## config.mk

```make
export PLATFORM = sky130hd
export DESIGN_NAME = mds_addr_selector
export DESIGN_NICKNAME = d
export VERILOG_FILES = /design/src/rtl/mds_pkg.sv /design/src/rtl/mds_tap_ctrl.sv /design/src/rtl/mds_scan_path.sv /design/src/rtl/mds_addr_classify.sv /design/src/rtl/mds_addr_selector.sv
export SDC_FILE = /design/constraint.sdc
export NUM_CORES = 1
export LEC_CHECK = 0
export BUFFER_PORTS_ARGS = -buffer_cell sky130_fd_sc_hd__clkbuf_2
export CAP_MARGIN = 20
export CORE_AREA = 2 2 53 55
export CTS_BUF_LIST = sky130_fd_sc_hd__clkbuf_8
export CTS_CLUSTER_DIAMETER = 80
export DETAILED_ROUTE_END_ITERATION = 8
export DIE_AREA = 0 0 55 57
export PLACE_DENSITY = 0.83
export SLEW_MARGIN = 10
export SYNTH_ARGS = -nofsm -noshare
export SYNTH_HDL_FRONTEND = slang
export SYNTH_SLANG_ARGS = --single-unit
```

## constraint.sdc

```tcl
create_clock -name tck -period 1.8 [get_ports tck]
set_input_delay 0.18 -clock tck [delete_from_list [all_inputs] [get_ports tck]]
set_output_delay 0.18 -clock tck [all_outputs]
set_load 0.02 [all_outputs]
```

## src/rtl/mds_pkg.sv

```systemverilog
package mds_pkg;

    typedef enum logic [3:0] {
        TAP_RESET,
        TAP_IDLE,
        TAP_SEL_DR,
        TAP_CAP_DR,
        TAP_SHIFT_DR,
        TAP_EXIT1_DR,
        TAP_PAUSE_DR,
        TAP_EXIT2_DR,
        TAP_UPD_DR,
        TAP_SEL_IR,
        TAP_CAP_IR,
        TAP_SHIFT_IR,
        TAP_EXIT1_IR,
        TAP_PAUSE_IR,
        TAP_EXIT2_IR,
        TAP_UPD_IR
    } tap_state_e;

    typedef enum logic [2:0] {
        KIND_NONE   = 3'd0,
        KIND_UNIQUE = 3'd1,
        KIND_BCAST  = 3'd2,
        KIND_INTG   = 3'd3,
        KIND_MCAST  = 3'd4
    } sel_kind_e;

    typedef struct packed {
        logic      active;
        sel_kind_e kind;
    } sel_state_t;

    localparam sel_state_t SEL_IDLE = '{active: 1'b0, kind: KIND_NONE};

    function automatic tap_state_e tap_next(tap_state_e s, logic tms);
        tap_state_e n;
        case (s)
            TAP_RESET:    n = tms ? TAP_RESET    : TAP_IDLE;
            TAP_IDLE:     n = tms ? TAP_SEL_DR   : TAP_IDLE;
            TAP_SEL_DR:   n = tms ? TAP_SEL_IR   : TAP_CAP_DR;
            TAP_CAP_DR:   n = tms ? TAP_EXIT1_DR : TAP_SHIFT_DR;
            TAP_SHIFT_DR: n = tms ? TAP_EXIT1_DR : TAP_SHIFT_DR;
            TAP_EXIT1_DR: n = tms ? TAP_UPD_DR   : TAP_PAUSE_DR;
            TAP_PAUSE_DR: n = tms ? TAP_EXIT2_DR : TAP_PAUSE_DR;
            TAP_EXIT2_DR: n = tms ? TAP_UPD_DR   : TAP_SHIFT_DR;
            TAP_UPD_DR:   n = tms ? TAP_SEL_DR   : TAP_IDLE;
            TAP_SEL_IR:   n = tms ? TAP_RESET    : TAP_CAP_IR;
            TAP_CAP_IR:   n = tms ? TAP_EXIT1_IR : TAP_SHIFT_IR;
            TAP_SHIFT_IR: n = tms ? TAP_EXIT1_IR : TAP_SHIFT_IR;
            TAP_EXIT1_IR: n = tms ? TAP_UPD_IR   : TAP_PAUSE_IR;
            TAP_PAUSE_IR: n = tms ? TAP_EXIT2_IR : TAP_PAUSE_IR;
            TAP_EXIT2_IR: n = tms ? TAP_UPD_IR   : TAP_SHIFT_IR;
            TAP_UPD_IR:   n = tms ? TAP_SEL_DR   : TAP_IDLE;
            default:      n = TAP_RESET;
        endcase
        return n;
    endfunction

endpackage

```

## src/rtl/mds_tap_ctrl.sv

```systemverilog
module mds_tap_ctrl
    import mds_pkg::*;
(
    input  logic       tck,
    input  logic       rst,
    input  logic       tms,
    output tap_state_e state
);

    always_ff @(posedge tck) begin
        if (rst) begin
            state <= TAP_RESET;
        end else begin
            state <= tap_next(state, tms);
        end
    end

endmodule

```

## src/rtl/mds_scan_path.sv

```systemverilog
module mds_scan_path
    import mds_pkg::*;
#(
    parameter int IR_W = 7
) (
    input  logic            tck,
    input  logic            rst,
    input  tap_state_e      state,
    input  logic            tdi,
    output logic [IR_W-1:0] ir_q,
    output logic            scan_bit
);

    localparam logic [IR_W-1:0] IR_CAPTURE = IR_W'(1);

    logic bypass_q;

    always_ff @(posedge tck) begin
        if (rst) begin
            ir_q     <= '0;
            bypass_q <= 1'b0;
        end else begin
            case (state)
                TAP_CAP_IR:   ir_q     <= IR_CAPTURE;
                TAP_SHIFT_IR: ir_q     <= {tdi, ir_q[IR_W-1:1]};
                TAP_CAP_DR:   bypass_q <= 1'b0;
                TAP_SHIFT_DR: bypass_q <= tdi;
                default: ;
            endcase
        end
    end

    always_comb begin
        scan_bit = (state == TAP_SHIFT_IR) ? ir_q[0] : bypass_q;
    end

endmodule

```

## src/rtl/mds_addr_classify.sv

```systemverilog
module mds_addr_classify
    import mds_pkg::*;
#(
    parameter int                ADDR_W     = 7,
    parameter int                N_GROUPS   = 4,
    parameter logic [ADDR_W-1:0] BCAST_CODE = 7'h3B,
    parameter logic [ADDR_W-1:0] INTG_CODE  = 7'h3A,
    parameter logic [ADDR_W-1:0] MCAST_BASE = 7'h3C,
    localparam int               GRP_W      = (N_GROUPS > 1) ? $clog2(N_GROUPS) : 1
) (
    input  logic [ADDR_W-1:0]   addr,
    input  logic [ADDR_W-1:0]   slot_id,
    input  logic [N_GROUPS-1:0] grp_member,
    output sel_kind_e           kind,
    output logic [GRP_W-1:0]    grp
);

    logic [N_GROUPS-1:0] code_hit;
    logic [N_GROUPS-1:0] grp_hit;

    for (genvar g = 0; g < N_GROUPS; g++) begin : g_group
        assign code_hit[g] = (addr == MCAST_BASE + ADDR_W'(g));
        assign grp_hit[g]  = code_hit[g] & grp_member[g];
    end

    always_comb begin
        kind = KIND_NONE;
        grp  = '0;
        if (addr == '0) begin
            kind = KIND_NONE;
        end else if (addr == BCAST_CODE) begin
            kind = KIND_BCAST;
        end else if (addr == INTG_CODE) begin
            kind = KIND_INTG;
        end else if (|code_hit) begin
            if (|grp_hit) begin
                kind = KIND_MCAST;
                for (int i = 0; i < N_GROUPS; i++) begin
                    if (grp_hit[i]) begin
                        grp = GRP_W'(i);
                    end
                end
            end
        end else if (addr == slot_id) begin
            kind = KIND_UNIQUE;
        end
    end

endmodule

```

## src/rtl/mds_addr_selector.sv

```systemverilog
module mds_addr_selector
    import mds_pkg::*;
#(
    parameter int                ADDR_W       = 7,
    parameter int                N_GROUPS     = 4,
    parameter logic [ADDR_W-1:0] BCAST_CODE   = 7'h3B,
    parameter logic [ADDR_W-1:0] INTG_CODE    = 7'h3A,
    parameter logic [ADDR_W-1:0] MCAST_BASE   = 7'h3C,
    parameter logic [ADDR_W-1:0] RELEASE_CODE = '0,
    localparam int               GRP_W        = (N_GROUPS > 1) ? $clog2(N_GROUPS) : 1
) (
    input  logic                tck,
    input  logic                trst,
    input  logic                tms,
    input  logic                tdi,
    input  logic [ADDR_W-1:0]   slot_id,
    input  logic [N_GROUPS-1:0] grp_member,
    output logic                tdo,
    output logic                tdo_oe,
    output logic                selected,
    output logic [2:0]          sel_kind,
    output logic [GRP_W-1:0]    sel_group
);

    tap_state_e        tap_st;
    logic [ADDR_W-1:0] ir_q;
    logic              scan_bit;
    sel_kind_e         cls_kind;
    logic [GRP_W-1:0]  cls_grp;
    sel_state_t        sel_q;
    logic [GRP_W-1:0]  grp_q;

    mds_tap_ctrl u_tap (
        .tck   (tck),
        .rst   (trst),
        .tms   (tms),
        .state (tap_st)
    );

    mds_scan_path #(.IR_W(ADDR_W)) u_scan (
        .tck      (tck),
        .rst      (trst),
        .state    (tap_st),
        .tdi      (tdi),
        .ir_q     (ir_q),
        .scan_bit (scan_bit)
    );

    mds_addr_classify #(
        .ADDR_W     (ADDR_W),
        .N_GROUPS   (N_GROUPS),
        .BCAST_CODE (BCAST_CODE),
        .INTG_CODE  (INTG_CODE),
        .MCAST_BASE (MCAST_BASE)
    ) u_cls (
        .addr       (ir_q),
        .slot_id    (slot_id),
        .grp_member (grp_member),
        .kind       (cls_kind),
        .grp        (cls_grp)
    );

    // Selection changes only at an edge taken in Update-IR, or on reset.
    always_ff @(posedge tck) begin
        if (trst || tap_st == TAP_RESET) begin
            sel_q <= SEL_IDLE;
            grp_q <= '0;
        end else if (tap_st == TAP_UPD_IR) begin
            if (!sel_q.active) begin
                if (cls_kind != KIND_NONE) begin
                    sel_q <= '{active: 1'b1, kind: cls_kind};
                    grp_q <= cls_grp;
                end
            end else if (ir_q == RELEASE_CODE) begin
                sel_q <= SEL_IDLE;
                grp_q <= '0;
            end
        end
    end

    logic in_shift;
    assign in_shift  = (tap_st == TAP_SHIFT_IR) || (tap_st == TAP_SHIFT_DR);
    assign tdo_oe    = sel_q.active && (sel_q.kind == KIND_UNIQUE) && in_shift;
    assign tdo       = tdo_oe & scan_bit;
    assign selected  = sel_q.active;
    assign sel_kind  = sel_q.kind;
    assign sel_group = grp_q;

endmodule

```

==> results of run 1 <==
[logic make-up after synthesis]
family                 after synthesis
AND/OR/NAND/NOR                     72
AO/OA/AOI/OAI                       33
buffers and inverters               16
XOR/XNOR                             9
multiplexers                         7
flip-flops                          18
[placed cells by master (no fill, tap or decap), types with 2 or more instances in the layout]
cell and instances:
sky130_fd_sc_hd__nand4_1 2, sky130_fd_sc_hd__and3_2 2, sky130_fd_sc_hd__nand2_1 20, sky130_fd_sc_hd__nor3b_1 2
sky130_fd_sc_hd__nand3_1 11, sky130_fd_sc_hd__inv_1 3, sky130_fd_sc_hd__mux2_2 2, sky130_fd_sc_hd__nor2_1 12
sky130_fd_sc_hd__o21a_1 2, sky130_fd_sc_hd__xor2_1 7, sky130_fd_sc_hd__nor2b_1 3, sky130_fd_sc_hd__nand2b_1 2
sky130_fd_sc_hd__buf_4 9, sky130_fd_sc_hd__xnor2_1 2, sky130_fd_sc_hd__clkbuf_8 4, sky130_fd_sc_hd__o211ai_1 2
sky130_fd_sc_hd__clkbuf_2 21, sky130_fd_sc_hd__mux2i_1 4, sky130_fd_sc_hd__nor3_1 7, sky130_fd_sc_hd__dfxtp_2 3
sky130_fd_sc_hd__nor4_1 2, sky130_fd_sc_hd__dfxtp_1 15, sky130_fd_sc_hd__a21oi_1 13, sky130_fd_sc_hd__o21ai_0 5
[flip-flops by register name, summed over array words and instances, names as in the netlist]
| name | flops |
|---|---|
| u_scan.bypass_q | 1 |
| sel_kind | 3 |
| sel_group | 2 |
| selected | 1 |
| u_scan.ir_q | 7 |
| u_tap.state | 4 |
[what timing repair did]
action,4_1_cts,5_1_grt
buffers inserted,0,0
gates resized for setup,5,8
endpoints found under the setup margin,1,5
pin swaps,1,1
[per-layer routing]
layer	GRT usage	vias to the layer above	wire length (µm)
met3	0.0288	9	106
met5	0	-	0
met4	0.115	0	85
met1	0.266	560	1240
met2	0.342	31	1470
li1	-	598	-
[worst max-delay path: cells and delay by family (launching register included)]
family / cells / cell delay [ps]
AO/OA/AOI/OAI: 1 / 380
AND/OR/NAND/NOR: 1 / 150
multiplexers: 2 / 660
flip-flops: 1 / 420
[metrics by stage]
stage	hold slack, ps	util
after global routing	237	0.561
after floorplan	259	-
after global placement	444	0.523
after detailed placement	456	0.523
after CTS	214	0.553
final	212	0.561
[path summary, 6_finish.rpt]
kind / start / to / slack (ps) / depth (start not counted)
max: u_scan.ir_q[0]$_SDFFE_PP0P_ / sel_kind[0]$_SDFFE_PP0P_ / 60 / 4
min: tdi / u_scan.ir_q[6]$_SDFFE_PP0P_ / 210 / 3
max reg2reg: u_scan.ir_q[0]$_SDFFE_PP0P_ / sel_kind[0]$_SDFFE_PP0P_ / 60 / 4
min reg2reg: sel_group[0]$_SDFFE_PP0P_ / sel_group[0]$_SDFFE_PP0P_ / 460 / 2
[report_power, final]
group / internal, mW / switching [mW] / total, mW
Sequential: 0.407 / 0.00989 / 0.417
Combinational: 0.0618 / 0.0791 / 0.141
Clock: 0.195 / 0.139 / 0.333
Total: 0.663 / 0.228 / 0.891
[layout make-up]
class                           count  area (µm²)
Sequential cell                    18         364
Multi-Input combinational cell    121         826
Fill cell                         251        1150
Timing Repair Buffer               30         173
Tap cell                           31        38.8
Clock buffer                        4        55.1
Inverter                            3        11.3
==> flow_summary.html, run 1 <==
<table>
<tr><th>Metric</th><th>Value</th></tr>
<tr><th colspan="2">Yosys</th></tr>
<tr><td>Ys flop type</td><td>sky130_fd_sc_hd__dfxtp_1</td></tr>
<tr><td>Ys async rst share</td><td>0</td></tr>
<tr><td>XOR/XNOR share of the synthesized area</td><td>0.0656</td></tr>
<tr><td>Combinational family with the most area after synthesis</td><td>simple AND/OR/NAND/NOR gates</td></tr>
<tr><td>Portion of synthesized cell area occupied by the leading cell type</td><td>0.300</td></tr>
<tr><td>Area of the mapped netlist</td><td>0.00120 mm²</td></tr>
<tr><td>Library cell with the largest summed area after synthesis</td><td>sky130_fd_sc_hd__dfxtp_1</td></tr>
<tr><td>Number of instances in the synthesized netlist</td><td>155</td></tr>
<tr><td>Ys Warns</td><td>0</td></tr>
<tr><td>Flip-flop and latch count after synthesis</td><td>18</td></tr>
<tr><td>Cell with the most instances after synthesis</td><td>sky130_fd_sc_hd__nand2_1</td></tr>
<tr><td>Average cell area after synthesis</td><td>7.75 µm²</td></tr>
<tr><td>Post-synthesis cell type count</td><td>42</td></tr>
<tr><td>EDFF count, synth</td><td>0</td></tr>
<tr><td>Sequential element share of the synthesized area</td><td>0.300</td></tr>
<tr><td>Synth Area in Compound Gates</td><td>0.185</td></tr>
<tr><td>Top cells by area in the synthesized netlist</td><td>sky130_fd_sc_hd__dfxtp_1 (30%), sky130_fd_sc_hd__nand2_1 (6.3%), sky130_fd_sc_hd__a21oi_1 (5.8%), sky130_fd_sc_hd__xor2_1 (5.1%), sky130_fd_sc_hd__nand3_1 (5.0%)</td></tr>
<tr><td>Simple-Gate Fraction of Synth Area</td><td>0.311</td></tr>
<tr><td>Commonest cells in the synthesized netlist</td><td>sky130_fd_sc_hd__nand2_1 (20), sky130_fd_sc_hd__dfxtp_1 (18), sky130_fd_sc_hd__a21oi_1 (14)</td></tr>
<tr><td>Multiplexer fraction of the synthesized cell area</td><td>0.0708</td></tr>
<tr><td>Net count after synthesis</td><td>170</td></tr>
<tr><td>Synth Area in Adders</td><td>0</td></tr>
<tr><th colspan="2">Timing</th></tr>
<tr><td>Skew final</td><td>3.94 ps</td></tr>
<tr><td>Number of setup violations in the final report</td><td>0</td></tr>
<tr><td>Fin worst setup slack</td><td>62.0 ps</td></tr>
<tr><td>Post-route clock period utilization</td><td>0.966</td></tr>
<tr><td>Number of endpoints with negative hold slack in the final report</td><td>0</td></tr>
<tr><td>Tightest slew margin relative to the limit</td><td>0.701</td></tr>
<tr><td>Clock period minus worst slack</td><td>1740 ps</td></tr>
<tr><td>Actual transition at the worst max-transition pin</td><td>447 ps</td></tr>
<tr><td>Top achievable clock speed</td><td>575 MHz</td></tr>
<tr><td>Final max-slew violation count</td><td>0</td></tr>
<tr><td>Setup repair after global routing missed its margin</td><td>false</td></tr>
<tr><td>Setup_tns</td><td>0 ps</td></tr>
<tr><th colspan="2">Clock tree</th></tr>
<tr><td>Clock net sink count</td><td>18</td></tr>
<tr><td>Clock root buffer master</td><td>sky130_fd_sc_hd__clkbuf_8</td></tr>
<tr><td>Clock Tree Buf Depth</td><td>2</td></tr>
<tr><td>Clock edge transition at the registers on the reported setup and hold paths</td><td>70 ps</td></tr>
<tr><td>TritonCTS clock tree</td><td>built</td></tr>
<tr><td>Insertion delay of the later-clocked pin in the worst-skew pair</td><td>260 ps</td></tr>
<tr><td>Htree depth</td><td>1</td></tr>
<tr><td>Post-cts hold buffer count</td><td>0</td></tr>
<tr><td>Num CTS Buffers</td><td>3</td></tr>
<tr><th colspan="2">Floorplan</th></tr>
<tr><td>Initial Util</td><td>0.459</td></tr>
<tr><td>Core outline area</td><td>0.00262 mm²</td></tr>
<tr><td>Floorplan die height</td><td>57 µm</td></tr>
<tr><td>Width of the chip</td><td>55 µm</td></tr>
<tr><td>Standard-cell row count</td><td>19</td></tr>
<tr><td>Die area</td><td>0.00314 mm²</td></tr>
<tr><td>Ports placed on the boundary</td><td>23</td></tr>
<tr><th colspan="2">Place</th></tr>
<tr><td>Number of input and output port buffers inserted</td><td>22</td></tr>
<tr><td>Placed cells</td><td>203</td></tr>
<tr><td>Placed instance area</td><td>0.00137 mm²</td></tr>
<tr><td>Pre-CTS worst setup slack</td><td>53.8 ps</td></tr>
<tr><td>Final weighted congestion in routability-driven placement</td><td>0.932</td></tr>
<tr><td>Half-perimeter wire length after detailed placement</td><td>2120 µm</td></tr>
<tr><th colspan="2">Flow run</th></tr>
<tr><td>Max capacitance violation total</td><td>0</td></tr>
<tr><th colspan="2">Min path</th></tr>
<tr><td>Hold Path Class</td><td>input port to register</td></tr>
<tr><th colspan="2">Route</th></tr>
<tr><td>DRT iter0 DRCs</td><td>41</td></tr>
<tr><td>Detailed-route DRC error count</td><td>0</td></tr>
<tr><td>Final Routed Wirelength</td><td>2910 µm</td></tr>
<tr><td>Drt pass-1 iters</td><td>4</td></tr>
<tr><td>DR vias</td><td>1198</td></tr>
<tr><td>Final antenna-violating net count</td><td>0</td></tr>
<tr><td>Routed WL per cell</td><td>14.0 µm</td></tr>
<tr><td>Via-to-Cell Ratio</td><td>5.79</td></tr>
<tr><th colspan="2">Layout</th></tr>
<tr><td>Net total in the final layout</td><td>192</td></tr>
<tr><td>Final Non-Filler Cells</td><td>207</td></tr>
<tr><td>Number of diodes added for antenna fixing</td><td>0</td></tr>
<tr><td>Final standard cell area without fillers</td><td>0.00147 mm²</td></tr>
<tr><td>Signed area change from the synthesized netlist to the final layout</td><td>22.2%</td></tr>
<tr><td>Share of cells above drive strength 1</td><td>0.307</td></tr>
<tr><th colspan="2">Worst setup path</th></tr>
<tr><td>Required time of the critical path</td><td>1930 ps</td></tr>
<tr><td>Ordered cell list for the critical path</td><td>mux4_2 -&gt; nor2b_4 -&gt; o311a_4 -&gt; mux2i_1</td></tr>
<tr><td>CP endpoint kind</td><td>register</td></tr>
<tr><td>Slowest cell on the critical path</td><td>sky130_fd_sc_hd__mux4_2</td></tr>
<tr><td>Critical setup path kind</td><td>register to register</td></tr>
<tr><td>Type of element launching the critical path</td><td>register</td></tr>
<tr><td>Largest stage delay, worst path</td><td>540 ps</td></tr>
<tr><td>Largest fanout on the critical path</td><td>5</td></tr>
<tr><td>Arrival time at the worst endpoint</td><td>1870 ps</td></tr>
<tr><th colspan="2">Pwr</th></tr>
<tr><td>Max IR drop VDD</td><td>529 µV</td></tr>
<tr><td>Overall power of the completed layout</td><td>0.891 mW</td></tr>
<tr><td>Power density relative to cell area</td><td>607 mW/mm²</td></tr>
<tr><td>Leakage power</td><td>0.576 nW</td></tr>
<tr><th colspan="2">GRT</th></tr>
<tr><td>Antenna violations before repair</td><td>0</td></tr>
<tr><td>Pin count of the biggest net entering global routing</td><td>20</td></tr>
<tr><td>Via count of the first global-routing pass</td><td>1143</td></tr>
<tr><td>Grt total ovfl</td><td>0</td></tr>
<tr><td>Global-route wire length before repair</td><td>4910 µm</td></tr>
<tr><td>Gr usage total</td><td>0.212</td></tr>
<tr><th colspan="2">Status</th></tr>
<tr><td>Status</td><td>complete, no violations</td></tr>
</table>
(Power assumes the default switching activity.)
==> inputs of run 2 (changes only) <==
Settings changed: PLACE_DENSITY 0.83 to 0.81.
Clock period 1.8 ns to 1.9 ns, I/O delays scaled along.
==> run 2 against run 1 <==
- sequential cell count unchanged
- via count down 3.7%
- die area unchanged
- sequential share of layout area rose by 0.61 points
- critical path type is now register to output pin
- largest cell class unchanged
==> flow_summary.html, run 2 (synthesis gave the netlist of run 1 again) <==
<table>
<tr><th>Metric</th><th>Value</th></tr>
<tr><th colspan="2">Status</th></tr>
<tr><td>Status</td><td>complete, no violations (unchanged)</td></tr>
<tr><th colspan="2">Route</th></tr>
<tr><td>DRT iter0 DRCs</td><td>15 (was 41)</td></tr>
<tr><td>Drt pass-1 iters</td><td>4 (unchanged)</td></tr>
<tr><td>DR vias</td><td>1154 (was 1198)</td></tr>
<tr><td>Final Routed Wirelength</td><td>2840 µm (was 2910 µm)</td></tr>
<tr><td>Via-to-Cell Ratio</td><td>5.60 (was 5.79)</td></tr>
<tr><td>Routed WL per cell</td><td>13.8 µm (was 14.0 µm)</td></tr>
<tr><td>Final antenna-violating net count</td><td>0 (unchanged)</td></tr>
<tr><td>Detailed-route DRC error count</td><td>0 (unchanged)</td></tr>
<tr><th colspan="2">Layout</th></tr>
<tr><td>Layout Utilization</td><td>0.548 (was 0.561)</td></tr>
<tr><td>Top library cells by usage in the layout, fill and taps aside</td><td>sky130_fd_sc_hd__clkbuf_2 (21), sky130_fd_sc_hd__nand2_1 (20), sky130_fd_sc_hd__dfxtp_1 (15) (unchanged)</td></tr>
<tr><td>Flip-flop count of the largest register, all copies and words added</td><td>7 (unchanged)</td></tr>
<tr><td>Number of diodes added for antenna fixing</td><td>0 (unchanged)</td></tr>
<tr><td>Net total in the final layout</td><td>191 (was 192)</td></tr>
<tr><td>Signed area change from the synthesized netlist to the final layout</td><td>19.3% (was 22.2%)</td></tr>
<tr><td>Final standard cell area without fillers</td><td>0.00143 mm² (was 0.00147 mm²)</td></tr>
<tr><td>Register bank with the most flops</td><td>u_scan.ir_q (unchanged)</td></tr>
<tr><td>Most common cell after layout, fill and taps aside</td><td>sky130_fd_sc_hd__clkbuf_2 (unchanged)</td></tr>
<tr><td>Final Non-Filler Cells</td><td>206 (was 207)</td></tr>
<tr><td>Share of cells above drive strength 1</td><td>0.286 (was 0.307)</td></tr>
<tr><th colspan="2">Worst setup path</th></tr>
<tr><td>Arrival time at the worst endpoint</td><td>1590 ps (was 1870 ps)</td></tr>
<tr><td>Required time of the critical path</td><td>1710 ps (was 1930 ps)</td></tr>
<tr><td>Count of buffer and inverter cells on the critical path</td><td>2 (was 0)</td></tr>
<tr><td>Family of cells with the greatest summed delay on the critical path</td><td>simple AND/OR/NAND/NOR gates (was multiplexers)</td></tr>
<tr><td>Critical setup path kind</td><td>register to output pin (was register to register)</td></tr>
<tr><td>Largest fanout on the critical path</td><td>13 (was 5)</td></tr>
<tr><td>Slowest cell on the critical path</td><td>sky130_fd_sc_hd__dfxtp_2 (was sky130_fd_sc_hd__mux4_2)</td></tr>
<tr><td>Ordered cell list for the critical path</td><td>buf_6 -&gt; nand2_1 -&gt; nor2_2 -&gt; a21oi_1 -&gt; nor4_4 -&gt; a21boi_2 -&gt; buf_4 (was mux4_2 -&gt; nor2b_4 -&gt; o311a_4 -&gt; mux2i_1)</td></tr>
<tr><td>CP endpoint kind</td><td>output pin (was register)</td></tr>
<tr><td>Largest stage delay, worst path</td><td>360 ps (was 540 ps)</td></tr>
<tr><td>Type of element launching the critical path</td><td>register (unchanged)</td></tr>
<tr><th colspan="2">Timing</th></tr>
<tr><td>Number of endpoints with negative hold slack in the final report</td><td>0 (unchanged)</td></tr>
<tr><td>Tightest slew margin relative to the limit</td><td>0.703 (was 0.701)</td></tr>
<tr><td>Post-route clock period utilization</td><td>0.936</td></tr>
<tr><td>Clock period minus worst slack</td><td>1780 ps</td></tr>
<tr><td>Worst hold slack</td><td>217 ps (was 212 ps)</td></tr>
<tr><td>Setup_tns</td><td>0 ps (unchanged)</td></tr>
<tr><td>Setup repair after global routing missed its margin</td><td>true (was false)</td></tr>
<tr><td>Actual transition at the worst max-transition pin</td><td>444 ps (was 447 ps)</td></tr>
<tr><td>Top achievable clock speed</td><td>562 MHz</td></tr>
<tr><td>Final max-slew violation count</td><td>0 (unchanged)</td></tr>
<tr><td>Number of setup violations in the final report</td><td>0 (unchanged)</td></tr>
<tr><td>Fin worst setup slack</td><td>121 ps (was 62.0 ps)</td></tr>
<tr><td>Skew final</td><td>6.77 ps (was 3.94 ps)</td></tr>
<tr><th colspan="2">Place</th></tr>
<tr><td>Pre-CTS worst setup slack</td><td>169 ps (was 53.8 ps)</td></tr>
<tr><td>Placed instance area</td><td>0.00135 mm² (was 0.00137 mm²)</td></tr>
<tr><td>Number of input and output port buffers inserted</td><td>22 (unchanged)</td></tr>
<tr><td>Final weighted congestion in routability-driven placement</td><td>0.963 (was 0.932)</td></tr>
<tr><td>Half-perimeter wire length after detailed placement</td><td>2030 µm (was 2120 µm)</td></tr>
<tr><td>Placed cells</td><td>202 (was 203)</td></tr>
<tr><th colspan="2">GRT</th></tr>
<tr><td>Gr usage total</td><td>0.208 (was 0.212)</td></tr>
<tr><td>Global-route wire length before repair</td><td>4890 µm (was 4910 µm)</td></tr>
<tr><td>Pin count of the biggest net entering global routing</td><td>18 (was 20)</td></tr>
<tr><td>Grt total ovfl</td><td>0 (unchanged)</td></tr>
<tr><td>Via count of the first global-routing pass</td><td>1121 (was 1143)</td></tr>
<tr><td>Antenna violations before repair</td><td>0 (unchanged)</td></tr>
<tr><th colspan="2">Floorplan</th></tr>
<tr><td>Initial Util</td><td>0.459 (unchanged)</td></tr>
<tr><td>Floorplan die height</td><td>57 µm (unchanged)</td></tr>
<tr><td>Ports placed on the boundary</td><td>23 (unchanged)</td></tr>
<tr><td>Width of the chip</td><td>55 µm (unchanged)</td></tr>
<tr><td>Standard-cell row count</td><td>19 (unchanged)</td></tr>
<tr><td>Die area</td><td>0.00314 mm² (unchanged)</td></tr>
<tr><td>Core outline area</td><td>0.00262 mm² (unchanged)</td></tr>
<tr><th colspan="2">Clock tree</th></tr>
<tr><td>Insertion delay of the later-clocked pin in the worst-skew pair</td><td>260 ps (about the same)</td></tr>
<tr><td>Post-CTS setup buffer count</td><td>0 (unchanged)</td></tr>
<tr><td>TritonCTS clock tree</td><td>built (unchanged)</td></tr>
<tr><td>Htree depth</td><td>1 (unchanged)</td></tr>
<tr><td>Num CTS Buffers</td><td>3 (unchanged)</td></tr>
<tr><td>Clock edge transition at the registers on the reported setup and hold paths</td><td>70 ps (about the same)</td></tr>
<tr><td>Clock net sink count</td><td>18 (unchanged)</td></tr>
<tr><td>Clock Tree Buf Depth</td><td>2 (unchanged)</td></tr>
<tr><td>Clock root buffer master</td><td>sky130_fd_sc_hd__clkbuf_8 (unchanged)</td></tr>
<tr><th colspan="2">Flow run</th></tr>
<tr><td>Max capacitance violation total</td><td>0 (unchanged)</td></tr>
<tr><th colspan="2">Pwr</th></tr>
<tr><td>Power density relative to cell area</td><td>591 mW/mm² (was 607 mW/mm²)</td></tr>
<tr><td>Max IR drop VDD</td><td>350 µV (was 529 µV)</td></tr>
<tr><td>Leakage power</td><td>0.570 nW (was 0.576 nW)</td></tr>
<tr><td>Overall power of the completed layout</td><td>0.847 mW (was 0.891 mW)</td></tr>
<tr><th colspan="2">Min path</th></tr>
<tr><td>Hold Path Class</td><td>input port to register (unchanged)</td></tr>
</table>
run 2: cell types whose count changed in the layout (fill, tap and decap cells not counted), sizes merged:
cell,before,now
buf,9,8
run 2: area by class of cell:
type                            instances  area [µm²]
Inverter                                3        11.3
Tap cell                               31        38.8
Clock buffer                            4        55.1
Sequential cell                        18         364
Fill cell                             261        1180
Multi-Input combinational cell        121         795
Timing Repair Buffer                   29         169
run 2: path summary, 6_finish.rpt:
kind                                                   from                          end  slack (ps)  cells past startpoint
worst max-delay path              u_tap.state[0]$_SDFF_PP0_                          tdo         120                      7
worst min register to register    sel_group[0]$_SDFFE_PP0P_    sel_group[0]$_SDFFE_PP0P_         460                      2
worst max register to register  u_scan.ir_q[0]$_SDFFE_PP0P_    sel_group[1]$_SDFFE_PP0P_         160                      4
worst min-delay path                                    tdi  u_scan.ir_q[6]$_SDFFE_PP0P_         220                      3
run 2: worst reg2reg max path, delay by kind of cell, from the launching register on:
kind            cells  cell delay, ps
mux                 2             680
simple gates        1             150
compound gates      1             380
flops               1             430
run 2: repair_timing:
item                                    CTS  global route
hold buffers                              0             0
endpoints found under the hold margin     0             0
endpoints found under the setup margin    1             2
gates resized for setup                   3             6
run 2: metal layers:
layer | up-vias | routed length (µm) | GRT usage | part of all wire
li1 | 592 | - | - | -
met1 | 538 | 1240 | 0.273 | 0.44
met2 | 20 | 1480 | 0.327 | 0.52
met3 | 4 | 81 | 0.0209 | 0.029
met4 | 0 | 39 | 0.115 | 0.014
met5 | - | 0 | 0 | 0
run 2: report_power, final:
group | switching [mW] | internal (mW) | leakage [nW]
Combinational | 0.0690 | 0.0589 | 0.395
Sequential | 0.0130 | 0.386 | 0.147
Clock | 0.136 | 0.184 | 0.0288
==> inputs of run 3 (changes only) <==
==> constraint.sdc (replaced) <==
create_clock -name tck -period 1.9 [get_ports tck]
set_input_delay 0 -clock tck [delete_from_list [all_inputs] [get_ports tck]]
set_output_delay 0 -clock tck [all_outputs]
set_load 0.02 [all_outputs]
==> run 3 against run 2 <==
- maximum frequency up 1.6%
- critical path type is now register to register
- clock skew is 3.5 ps lower
- combinational power down 8%
- critical endpoint is now sel_kind[2]$_SDFFE_PP0P_
- power shrank 0.74%
- final cell count is 0.97% lower
==> flow_summary.html, run 3 (synthesis gave the netlist of run 1 again) <==
<table>
<tr><th>Metric</th><th>Value</th></tr>
<tr><th colspan="2">Min path</th></tr>
<tr><td>Worst Min Path Start</td><td>tdi (unchanged)</td></tr>
<tr><td>Hold Path Sink</td><td>u_scan.ir_q[6]$_SDFFE_PP0P_ (unchanged)</td></tr>
<tr><td>Count of cells along the worst hold path</td><td>3 (unchanged)</td></tr>
<tr><td>Hold Path Class</td><td>input port to register (unchanged)</td></tr>
<tr><th colspan="2">GRT</th></tr>
<tr><td>Grt total ovfl</td><td>0 (unchanged)</td></tr>
<tr><td>Gr usage total</td><td>0.189 (was 0.208)</td></tr>
<tr><td>Antenna violations before repair</td><td>0 (unchanged)</td></tr>
<tr><td>Pin count of the biggest net entering global routing</td><td>18 (unchanged)</td></tr>
<tr><td>Global-route wire length before repair</td><td>4390 µm (was 4890 µm)</td></tr>
<tr><td>Via count of the first global-routing pass</td><td>1064 (was 1121)</td></tr>
<tr><th colspan="2">Timing</th></tr>
<tr><td>Skew final</td><td>3.30 ps (was 6.77 ps)</td></tr>
<tr><td>Setup_tns</td><td>0 ps (unchanged)</td></tr>
<tr><td>Setup repair after global routing missed its margin</td><td>false (was true)</td></tr>
<tr><td>Clock period minus worst slack</td><td>1750 ps (was 1780 ps)</td></tr>
<tr><td>Number of endpoints with negative hold slack in the final report</td><td>0 (unchanged)</td></tr>
<tr><td>Number of setup violations in the final report</td><td>0 (unchanged)</td></tr>
<tr><td>Actual transition at the worst max-transition pin</td><td>454 ps (was 444 ps)</td></tr>
<tr><td>Tightest slew margin relative to the limit</td><td>0.696 (was 0.703)</td></tr>
<tr><td>Fin worst setup slack</td><td>149 ps (was 121 ps)</td></tr>
<tr><td>Post-route clock period utilization</td><td>0.921 (was 0.936)</td></tr>
<tr><td>Top achievable clock speed</td><td>571 MHz (was 562 MHz)</td></tr>
<tr><td>Final max-slew violation count</td><td>0 (unchanged)</td></tr>
<tr><th colspan="2">Floorplan</th></tr>
<tr><td>Width of the chip</td><td>55 µm (unchanged)</td></tr>
<tr><td>Floorplan die height</td><td>57 µm (unchanged)</td></tr>
<tr><td>Core outline area</td><td>0.00262 mm² (unchanged)</td></tr>
<tr><td>Standard-cell row count</td><td>19 (unchanged)</td></tr>
<tr><td>Die area</td><td>0.00314 mm² (unchanged)</td></tr>
<tr><td>Initial Util</td><td>0.459 (unchanged)</td></tr>
<tr><td>Ports placed on the boundary</td><td>23 (unchanged)</td></tr>
<tr><th colspan="2">Worst setup path</th></tr>
<tr><td>Type of element launching the critical path</td><td>register (unchanged)</td></tr>
<tr><td>Required time of the critical path</td><td>2090 ps (was 1710 ps)</td></tr>
<tr><td>Critical setup path kind</td><td>register to register (was register to output pin)</td></tr>
<tr><td>Worst setup slack for register-to-register paths</td><td>150 ps (was 160 ps)</td></tr>
<tr><td>CP endpoint kind</td><td>register (was output pin)</td></tr>
<tr><td>Worst r2r src</td><td>u_scan.ir_q[0]$_SDFFE_PP0P_ (unchanged)</td></tr>
<tr><td>Arrival time at the worst endpoint</td><td>1940 ps (was 1590 ps)</td></tr>
<tr><td>FF-to-FF path depth</td><td>6 (was 4)</td></tr>
<tr><td>Largest fanout on the critical path</td><td>7 (was 13)</td></tr>
<tr><td>Capturing point of the worst reg2reg path</td><td>sel_kind[2]$_SDFFE_PP0P_ (was sel_group[1]$_SDFFE_PP0P_)</td></tr>
<tr><th colspan="2">Pwr</th></tr>
<tr><td>Leakage power</td><td>0.555 nW (was 0.570 nW)</td></tr>
<tr><td>Max IR drop VDD</td><td>382 µV (was 350 µV)</td></tr>
<tr><td>Power density relative to cell area</td><td>605 mW/mm² (was 591 mW/mm²)</td></tr>
<tr><td>Overall power of the completed layout</td><td>0.841 mW (was 0.847 mW)</td></tr>
<tr><th colspan="2">Route</th></tr>
<tr><td>Routed WL per cell</td><td>13.3 µm (was 13.8 µm)</td></tr>
<tr><td>DRT iter0 DRCs</td><td>23 (was 15)</td></tr>
<tr><td>Final antenna-violating net count</td><td>0 (unchanged)</td></tr>
<tr><td>Final Routed Wirelength</td><td>2720 µm (was 2840 µm)</td></tr>
<tr><td>Drt pass-1 iters</td><td>4 (unchanged)</td></tr>
<tr><td>DR vias</td><td>1157 (was 1154)</td></tr>
<tr><td>Via-to-Cell Ratio</td><td>5.67 (was 5.60)</td></tr>
<tr><td>Detailed-route DRC error count</td><td>0 (unchanged)</td></tr>
<tr><th colspan="2">Place</th></tr>
<tr><td>Half-perimeter wire length after detailed placement</td><td>2030 µm (about the same)</td></tr>
<tr><td>Number of input and output port buffers inserted</td><td>22 (unchanged)</td></tr>
<tr><td>Pre-CTS worst setup slack</td><td>171 ps (was 169 ps)</td></tr>
<tr><td>Final weighted congestion in routability-driven placement</td><td>0.803 (was 0.963)</td></tr>
<tr><td>Placed instance area</td><td>0.00133 mm² (was 0.00135 mm²)</td></tr>
<tr><th colspan="2">Clock tree</th></tr>
<tr><td>TritonCTS clock tree</td><td>built (unchanged)</td></tr>
<tr><td>Clock root buffer master</td><td>sky130_fd_sc_hd__clkbuf_8 (unchanged)</td></tr>
<tr><td>Clock edge transition at the registers on the reported setup and hold paths</td><td>70 ps (about the same)</td></tr>
<tr><td>Clock Tree Buf Depth</td><td>2 (unchanged)</td></tr>
<tr><td>Htree depth</td><td>1 (unchanged)</td></tr>
<tr><td>Insertion delay of the later-clocked pin in the worst-skew pair</td><td>260 ps (about the same)</td></tr>
<tr><td>Num CTS Buffers</td><td>3 (unchanged)</td></tr>
<tr><td>Post-cts hold buffer count</td><td>0 (unchanged)</td></tr>
<tr><td>Post-CTS setup buffer count</td><td>0 (unchanged)</td></tr>
<tr><td>Number of gates given a new drive strength after cts</td><td>0 (was 3)</td></tr>
<tr><td>Clock net sink count</td><td>18 (unchanged)</td></tr>
<tr><th colspan="2">Layout</th></tr>
<tr><td>Share of cells above drive strength 1</td><td>0.254 (was 0.286)</td></tr>
<tr><td>Sequential cell area in the final layout</td><td>362 µm² (was 364 µm²)</td></tr>
<tr><td>Signed area change from the synthesized netlist to the final layout</td><td>15.7% (was 19.3%)</td></tr>
<tr><td>Final standard cell area without fillers</td><td>0.00139 mm² (was 0.00143 mm²)</td></tr>
<tr><td>Layout Utilization</td><td>0.532 (was 0.548)</td></tr>
<tr><td>Number of diodes added for antenna fixing</td><td>0 (unchanged)</td></tr>
<tr><td>Most common cell after layout, fill and taps aside</td><td>sky130_fd_sc_hd__clkbuf_2 (unchanged)</td></tr>
<tr><td>Flip-flop count of the largest register, all copies and words added</td><td>7 (unchanged)</td></tr>
<tr><td>Top library cells by usage in the layout, fill and taps aside</td><td>sky130_fd_sc_hd__clkbuf_2 (22), sky130_fd_sc_hd__nand2_1 (20), sky130_fd_sc_hd__dfxtp_1 (17) (was sky130_fd_sc_hd__clkbuf_2 (21), sky130_fd_sc_hd__nand2_1 (20), sky130_fd_sc_hd__dfxtp_1 (15))</td></tr>
<tr><td>Register bank with the most flops</td><td>u_scan.ir_q (unchanged)</td></tr>
<tr><td>Multi-input gate area</td><td>776 µm² (was 795 µm²)</td></tr>
<tr><td>Net total in the final layout</td><td>189 (was 191)</td></tr>
<tr><td>Filler cell count</td><td>239 (was 261)</td></tr>
<tr><th colspan="2">Status</th></tr>
<tr><td>Status</td><td>complete, no violations (unchanged)</td></tr>
<tr><th colspan="2">Flow run</th></tr>
<tr><td>Max capacitance violation total</td><td>0 (unchanged)</td></tr>
</table>
run 3: cell count changes in the layout (fill, tap and decap cells not counted):
cell | previous run | this run
sky130_fd_sc_hd__dfxtp_1 | 15 | 17
sky130_fd_sc_hd__a21boi_1 | 0 | 1
sky130_fd_sc_hd__nor4_1 | 2 | 3
sky130_fd_sc_hd__clkbuf_2 | 21 | 22
sky130_fd_sc_hd__dfxtp_2 | 3 | 1
sky130_fd_sc_hd__buf_4 | 7 | 5
sky130_fd_sc_hd__nor4_4 | 1 | 0
sky130_fd_sc_hd__buf_6 | 1 | 0
sky130_fd_sc_hd__a21boi_2 | 1 | 0
run 3: final cells by class:
type,count,share of cell area
Multi-Input combinational cell,121,0.558
Timing Repair Buffer,27,0.106
Clock buffer,4,0.0396
Tap cell,31,0.0279
Inverter,3,0.00810
Sequential cell,18,0.260
run 3: worst max path at each step:
| stage | from | end | slack (ps) | cells past startpoint |
|---|---|---|---|---|
| CTS | u_tap.state[1]$_SDFF_PP0_ | tdo | 7 | 6 |
| detailed placement | u_scan.ir_q[0]$_SDFFE_PP0P_ | sel_kind[2]$_SDFFE_PP0P_ | 170 | 6 |
| floorplan | u_tap.state[1]$_SDFF_PP0_ | tdo | 40 | 6 |
| finish | u_scan.ir_q[0]$_SDFFE_PP0P_ | sel_kind[2]$_SDFFE_PP0P_ | 150 | 6 |
| global route | u_tap.state[1]$_SDFF_PP0_ | tdo | 20 | 6 |
| global placement | u_scan.ir_q[0]$_SDFFE_PP0P_ | sel_kind[0]$_SDFFE_PP0P_ | 240 | 6 |
run 3: routing by layer:
layer | part of all wire | vias to the layer above | global-route usage
li1 | - | 589 | -
met1 | 0.45 | 534 | 0.233
met2 | 0.49 | 29 | 0.315
met3 | 0.042 | 5 | 0.0236
met4 | 0.019 | 0 | 0.0906
met5 | 0 | - | 0
run 3: metrics by stage:
| step | hold WS, ps | cells |
|---|---|---|
| after global routing | 65.9 | 204 |
| after CTS | 30.3 | 204 |
| after floorplan | 78.5 | 155 |
| after global placement | 290 | 200 |
| after detailed placement | 302 | 200 |
| final | 26.2 | 204 |
run 3: worst max-delay path, stage by stage (launching register included):
cell                      delay [ps]
sky130_fd_sc_hd__dfxtp_1         330
sky130_fd_sc_hd__buf_4           170
sky130_fd_sc_hd__xor2_1          160
sky130_fd_sc_hd__nor4_1          330
sky130_fd_sc_hd__and3_2          260
sky130_fd_sc_hd__o311a_4         240
sky130_fd_sc_hd__mux2i_1         180
run 3: report_power, final:
group	internal, mW	switching, mW
Clock	0.185	0.138
Combinational	0.0536	0.0645
Sequential	0.385	0.0157
